[config.mk]
export PLATFORM = sky130hd
export DESIGN_NAME = iowin_decoder
export DESIGN_NICKNAME = d
export VERILOG_FILES = /design/src/rtl/iowin_pkg.sv /design/src/rtl/iowin_regs.sv /design/src/rtl/iowin_match.sv /design/src/rtl/iowin_decoder.sv
export SDC_FILE = /design/constraint.sdc
export NUM_CORES = 1
export LEC_CHECK = 0
export ABC_AREA = 1
export BUFFER_PORTS_ARGS = -buffer_cell sky130_fd_sc_hd__clkbuf_2
export CORE_ASPECT_RATIO = 0.9
export CORE_MARGIN = 10
export CORE_UTILIZATION = 50
export CTS_CLUSTER_SIZE = 40
export DETAILED_ROUTE_END_ITERATION = 7
export PLACE_DENSITY = 0.71
export SYNTH_ARGS = -nofsm -noshare
export SYNTH_HDL_FRONTEND = slang
export SYNTH_HIERARCHICAL = 1
export SYNTH_SLANG_ARGS = --single-unit
export TNS_END_PERCENT = 50
[constraint.sdc]
create_clock -name clk -period 1.6 [get_ports clk]
set_input_delay 0 -clock clk [delete_from_list [all_inputs] [get_ports clk]]
set_output_delay 0 -clock clk [all_outputs]
set_load 0.03 [all_outputs]
[src/rtl/iowin_pkg.sv]
package iowin_pkg;
    localparam int DW_BITS    = 14;
    localparam int BASE_OFF0  = 8'h2C;
    localparam int LIMIT_OFF0 = 8'h30;
    localparam int WIN_STRIDE = 8;
    typedef logic [DW_BITS-1:0] dw_t;
endpackage

[src/rtl/iowin_regs.sv]
module iowin_regs
    import iowin_pkg::*;
#(
    parameter int NUM_WIN = 2
) (
    input  logic                    clk,
    input  logic                    rst_n,
    input  logic                    wr,
    input  logic [7:0]              off,
    input  logic [3:0]              be,
    input  logic [31:0]             wdata,
    input  logic                    base_sel,
    input  logic                    limit_sel,
    output logic [31:0]             rdata,
    output logic [NUM_WIN-1:0][DW_BITS-1:0] base_q,
    output logic [NUM_WIN-1:0][DW_BITS-1:0] limit_q
);
    logic [NUM_WIN-1:0] sel_b;
    logic [NUM_WIN-1:0] sel_l;

    for (genvar w = 0; w < NUM_WIN; w++) begin : g_win
        localparam logic [7:0] OFF_B = 8'(BASE_OFF0 + WIN_STRIDE * w);
        localparam logic [7:0] OFF_L = 8'(LIMIT_OFF0 + WIN_STRIDE * w);
        dw_t b_r;
        dw_t l_r;

        assign sel_b[w] = (off == OFF_B);
        assign sel_l[w] = (off == OFF_L);

        always_ff @(posedge clk) begin
            if (!rst_n) begin
                b_r <= '0;
                l_r <= '0;
            end else if (wr) begin
                if (sel_b[w] && be[0]) b_r[5:0]  <= wdata[7:2];
                if (sel_b[w] && be[1]) b_r[13:6] <= wdata[15:8];
                if (sel_l[w] && be[0]) l_r[5:0]  <= wdata[7:2];
                if (sel_l[w] && be[1]) l_r[13:6] <= wdata[15:8];
            end
        end

        assign base_q[w]  = b_r;
        assign limit_q[w] = l_r;
    end

    always_comb begin
        rdata = '0;
        for (int w = 0; w < NUM_WIN; w++) begin
            if (sel_b[w]) rdata = {16'h0000, base_q[w], 1'b0, base_sel};
            if (sel_l[w]) rdata = {16'h0000, limit_q[w], 1'b0, limit_sel};
        end
    end

    logic mapped;
    assign mapped = |{sel_b, sel_l};

    a_r2_unmapped_write_ignored: assert property (@(posedge clk) disable iff (!rst_n)
        (wr && !mapped) |=> ($stable(base_q) && $stable(limit_q)));

    a_r4_no_low_be_no_change: assert property (@(posedge clk) disable iff (!rst_n)
        (wr && be[1:0] == 2'b00) |=> ($stable(base_q) && $stable(limit_q)));

    a_r5_base_low_bits: assert property (@(posedge clk) disable iff (!rst_n)
        (sel_b[0]) |-> (rdata[1:0] == {1'b0, base_sel}));

    a_r3_upper_half_zero: assert property (@(posedge clk) disable iff (!rst_n)
        rdata[31:16] == 16'h0000);
endmodule

[src/rtl/iowin_match.sv]
module iowin_match
    import iowin_pkg::*;
(
    input  logic        clk,
    input  logic        rst_n,
    input  dw_t         lo,
    input  dw_t         hi,
    input  logic [31:0] addr,
    output logic        hit
);
    logic live;
    logic in_page;
    logic above_lo;
    logic below_hi;

    assign live     = (lo != '0) || (hi != '0);
    assign in_page  = (addr[31:16] == 16'h0000);
    assign above_lo = (addr[15:2] >= lo);
    assign below_hi = (addr[15:2] <= hi);
    assign hit      = live && in_page && above_lo && below_hi;

    a_r7_outside_page_no_hit: assert property (@(posedge clk) disable iff (!rst_n)
        (addr[31:16] != 16'h0000) |-> !hit);

    a_r8_inverted_bounds_no_hit: assert property (@(posedge clk) disable iff (!rst_n)
        (lo > hi) |-> !hit);

    a_r6_disabled_no_hit: assert property (@(posedge clk) disable iff (!rst_n)
        (lo == '0 && hi == '0) |-> !hit);
endmodule

[src/rtl/iowin_decoder.sv]
module iowin_decoder
    import iowin_pkg::*;
#(
    parameter int NUM_WIN = 2
) (
    input  logic               clk,
    input  logic               rst_n,
    input  logic               cfg_wr,
    input  logic [7:0]         cfg_off,
    input  logic [3:0]         cfg_be,
    input  logic [31:0]        cfg_wdata,
    output logic [31:0]        cfg_rdata,
    input  logic               base_lo_sel,
    input  logic               limit_lo_sel,
    input  logic [31:0]        io_addr,
    input  logic               io_from_cb,
    output logic [NUM_WIN-1:0] win_hit,
    output logic               fwd
);
    logic [NUM_WIN-1:0][DW_BITS-1:0] base_q;
    logic [NUM_WIN-1:0][DW_BITS-1:0] limit_q;

    iowin_regs #(.NUM_WIN(NUM_WIN)) u_regs (
        .clk       (clk),
        .rst_n     (rst_n),
        .wr        (cfg_wr),
        .off       (cfg_off),
        .be        (cfg_be),
        .wdata     (cfg_wdata),
        .base_sel  (base_lo_sel),
        .limit_sel (limit_lo_sel),
        .rdata     (cfg_rdata),
        .base_q    (base_q),
        .limit_q   (limit_q)
    );

    for (genvar w = 0; w < NUM_WIN; w++) begin : g_match
        iowin_match u_match (
            .clk   (clk),
            .rst_n (rst_n),
            .lo    (base_q[w]),
            .hi    (limit_q[w]),
            .addr  (io_addr),
            .hit   (win_hit[w])
        );
    end

    logic any_hit;
    assign any_hit = |win_hit;
    assign fwd     = io_from_cb ? !any_hit : any_hit;

    a_r9_cardbus_hit_stays: assert property (@(posedge clk) disable iff (!rst_n)
        (io_from_cb && any_hit) |-> !fwd);

    a_r9_pci_miss_stays: assert property (@(posedge clk) disable iff (!rst_n)
        (!io_from_cb && !any_hit) |-> !fwd);

    a_r1_cleared_after_reset: assert property (@(posedge clk)
        $rose(rst_n) |-> (win_hit == '0));
endmodule

==> impl_results.md <==
* Row cnt at 35
* Vias in the first global route at 5318
* Slew Viols, Final at 0
* Via count at 5922
* Met3 WL post-DR at 1940 µm
* # fillers at 934
* Max_cap viols at 0
* Clk network pwr share at 0.349
* Top layer in use: met4
* Core area at 0.0102 mm²
* Yosys top cell area share at 0.214
* Ports at 117
* Mux contribution to synthesized area at 0
* Synth cell types at 23
* RSZ-0062 raised after global routing: yes
* F_max at 510 MHz
* Initial Utilization at 0.510
* First-pass GRT wire length at 26400 µm
* Final period util at 1.22
* Setup CP Type: flop to output pin
* Gate power share at 0.224
* Commonest cells in the netlist: nand2_1, inv_1, nor2_1, nand3_1
* Post-Layout Cell Count at 1183
* Total Power at 3.26 mW
* Fin. Hold Viols at 0
* Synth Instances at 903
* Dpl cell area at 0.00623 mm²
* Xor-xnor portion of the synthesized cell area at 0
* Hold path endpoint: u_regs/g_win[0].b_r[3]$_SDFFE_PN0P_
* Sequential power share at 0.427
* Port Buffers at 77
* Min-Delay Path Depth at 3
* Clk_skew at 0 ns
* Starting DRT DRC Count at 450
* Netlist Area Pre-Place at 0.00523 mm²
* Worst-Skew Late Latency at 0.29 ns
* Clk buf depth at 2
* Post-route minimum period at 1.96 ns
* Post-synthesis area per instance at 5.79 µm²
* Die Height at 117 µm
* # H-tree levels at 2
* Hold Path Origin: cfg_wdata[5]
* Leak pwr at 3.52 nW
* Synth Flop Type: dfxtp_1
* Worst hold slack at 0.0206 ns
* Drc violations at 0
* Met2 routed WL at 7140 µm
* Largest net degree at the start of global routing at 41
* Wire length on met1 at 7860 µm
* Area growth syn-to-layout at 35.2%
* Die X at 128 µm
* Pre-antenna DRT Iters at 5
* Failing checks: negative setup slack
* Maximum VDD drop at 0.481 mV
* CP Data Arrival Time at 1.96 ns
* Status: complete, but fails checks
* Cell Count Post-Placement at 1158
* CTS sink cnt at 56
* Root buffer cell: clkbuf_16
* Worst Setup Slack, final at -0.359 ns
* Internal power at 2.30 mW
* CP Capture Type: output pin
* Reg2reg start: u_regs/g_win[0].b_r[3]$_SDFFE_PN0P_
* RD Place Congestion at 0.924
* Startpoint Class: flop
* Net Sw Power at 961 µW
* Largest family of logic cells by synthesized area: simple AND/OR/NAND/NOR gates
* Clk slew on worst S/H paths at 0.07 ns
* Hold WC Path Type: input pin to flop
* Final Routed Wirelength at 17300 µm
* Synth async-reset ratio at 0
* Number of synthesized flops with an enable pin at 0
* Worst Path Max Fanout at 3
* Final net count at 1191
* Setup TNS at -0.870 ns
* Worst r2r dst: u_regs/g_win[0].b_r[3]$_SDFFE_PN0P_
* Sw frac at 0.294
* # setup viols final at 3
* Overflow after GRT at 0
* Compound-gate portion of the synthesized area at 0.0325
* Routed Antenna Nets at 0
* Reg2Reg Setup Slack at 0.73 ns
* Vias/cell at 5.01
* Area leader, netlist: dfxtp_1
* Util after Layout at 0.690
* Post-synthesis sequential area ratio at 0.214
* Count of state elements after synthesis at 56
* Top cells by area, synth: dfxtp_1, nand2_1, ha_1, inv_1, nor2_1
* Most frequent cell after synthesis: nand2_1
* Worst R2R Path Depth at 5
* Diodes inserted at 0
* Cts bufs inserted at 5
* Synth Area in Simple Gates at 0.434
* GRT Total Usage at 0.217
* DR WL/cell at 14.6 µm
* CTS tree: done
* Initial antenna violation count at 0
* Yosys warnings at 6
* Adder-cell share of the synthesized area at 0.134
* Required @ worst endpoint at 1.60 ns
* Final instance area at 0.00707 mm²
* Worst slack at placement at -0.183 ns
* Power Density at 462 mW/mm²
* Die footprint at 0.0150 mm²
* DPL Wire Length at 13100 µm
* Share of cells above drive strength 1 at 0.305
[worst max-delay path by stage]
stage	startpoint	end
finish	u_regs/g_win[0].l_r[2]$_SDFFE_PN0P_	fwd
detailed placement	u_regs/g_win[0].l_r[11]$_SDFFE_PN0P_	fwd
global route	u_regs/g_win[1].b_r[6]$_SDFFE_PN0P_	fwd
CTS	u_regs/g_win[1].b_r[13]$_SDFFE_PN0P_	fwd
floorplan	u_regs/g_win[1].l_r[11]$_SDFFE_PN0P_	fwd
global placement	u_regs/g_win[0].l_r[13]$_SDFFE_PN0P_	fwd
[cell families (layout without fill, tap and decap cells)]
logic type | count (synthesis) | in the layout
buffers and inverters | 226 | 361
DFF | 56 | 56
other | 1 | 17
and+or+nand+nor | 530 | 530
AOI/OAI and AO/OA | 34 | 34
adders and majority gates | 56 | 56
[final cells by class]
type | count | area (µm²) | area share
flip-flops and latches | 56 | 1170 | 0.166
clock buffers | 8 | 146 | 0.0207
repair buffers | 170 | 1190 | 0.168
multi-input cells | 637 | 3710 | 0.525
well taps | 129 | 161 | 0.0228
inverters | 183 | 687 | 0.0972
[critical path, cell delays in order (launching register included)]
cell and delay, ns:
dfxtp_2 0.34, inv_2 0.05, ha_1 0.29, nand2_2 0.09
nor2_4 0.11, nand2_1 0.08, nand3_2 0.06, nand2_1 0.06
a21oi_2 0.16, nor2_4 0.07, o21ai_2 0.17, nand2_4 0.06
buf_8 0.13
[placed cells by master (no fill, tap or decap)]
| master | count |
|---|---|
| nand3_4 | 3 |
| o21ai_0 | 1 |
| nand2_1 | 226 |
| a21oi_1 | 25 |
| nand2_2 | 19 |
| nor2_2 | 13 |
| nand3_2 | 10 |
| buf_12 | 4 |
| a21oi_2 | 7 |
| buf_6 | 2 |
| nor2_4 | 12 |
| dlygate4sd3_1 | 13 |
| clkbuf_2 | 74 |
| buf_4 | 76 |
| ha_1 | 30 |
| o21ai_2 | 1 |
| dfxtp_2 | 41 |
| nand3_1 | 91 |
| clkbuf_16 | 5 |
| dfxtp_1 | 15 |
| buf_8 | 1 |
| inv_2 | 25 |
| clkinv_1 | 1 |
| clkbuf_1 | 2 |
| clkbuf_8 | 1 |
| conb_1 | 17 |
| nand2_4 | 1 |
| ha_4 | 26 |
| nand4_1 | 16 |
| nor2_1 | 139 |
| inv_1 | 157 |
[routing by layer]
| metal | GRT usage | up-vias |
|---|---|---|
| met3 | 0.0567 | 24 |
| met5 | 0 | - |
| met2 | 0.325 | 285 |
| met4 | 0.0465 | 0 |
| li1 | - | 3013 |
| met1 | 0.303 | 2600 |
[repair_timing]
item / in CTS / in global routing
endpoints found under the hold margin: 13 / 0
setup endpoints to repair: 3 / 3
gates resized for setup: 58 / 67
hold buffers: 13 / 0
buffers inserted: 3 / 1
pin swaps: 32 / 28
[power groups by stage]
stage	Clock (mW)	Sequential, mW	Combinational, mW
after floorplan	0	1.43	0.409
after global placement	0	1.43	0.580
after detailed placement	0	1.43	0.587
after CTS	1.14	1.39	0.656
after global routing	1.20	1.39	0.810
final	1.14	1.39	0.731
[flip-flops by register name (all words and copies together), names as in the netlist]
| signal | flops |
|---|---|
| u_regs/g_win.b_r | 28 |
| u_regs/g_win.l_r | 28 |
No activity file was read; power rests on OpenSTA's default activity.
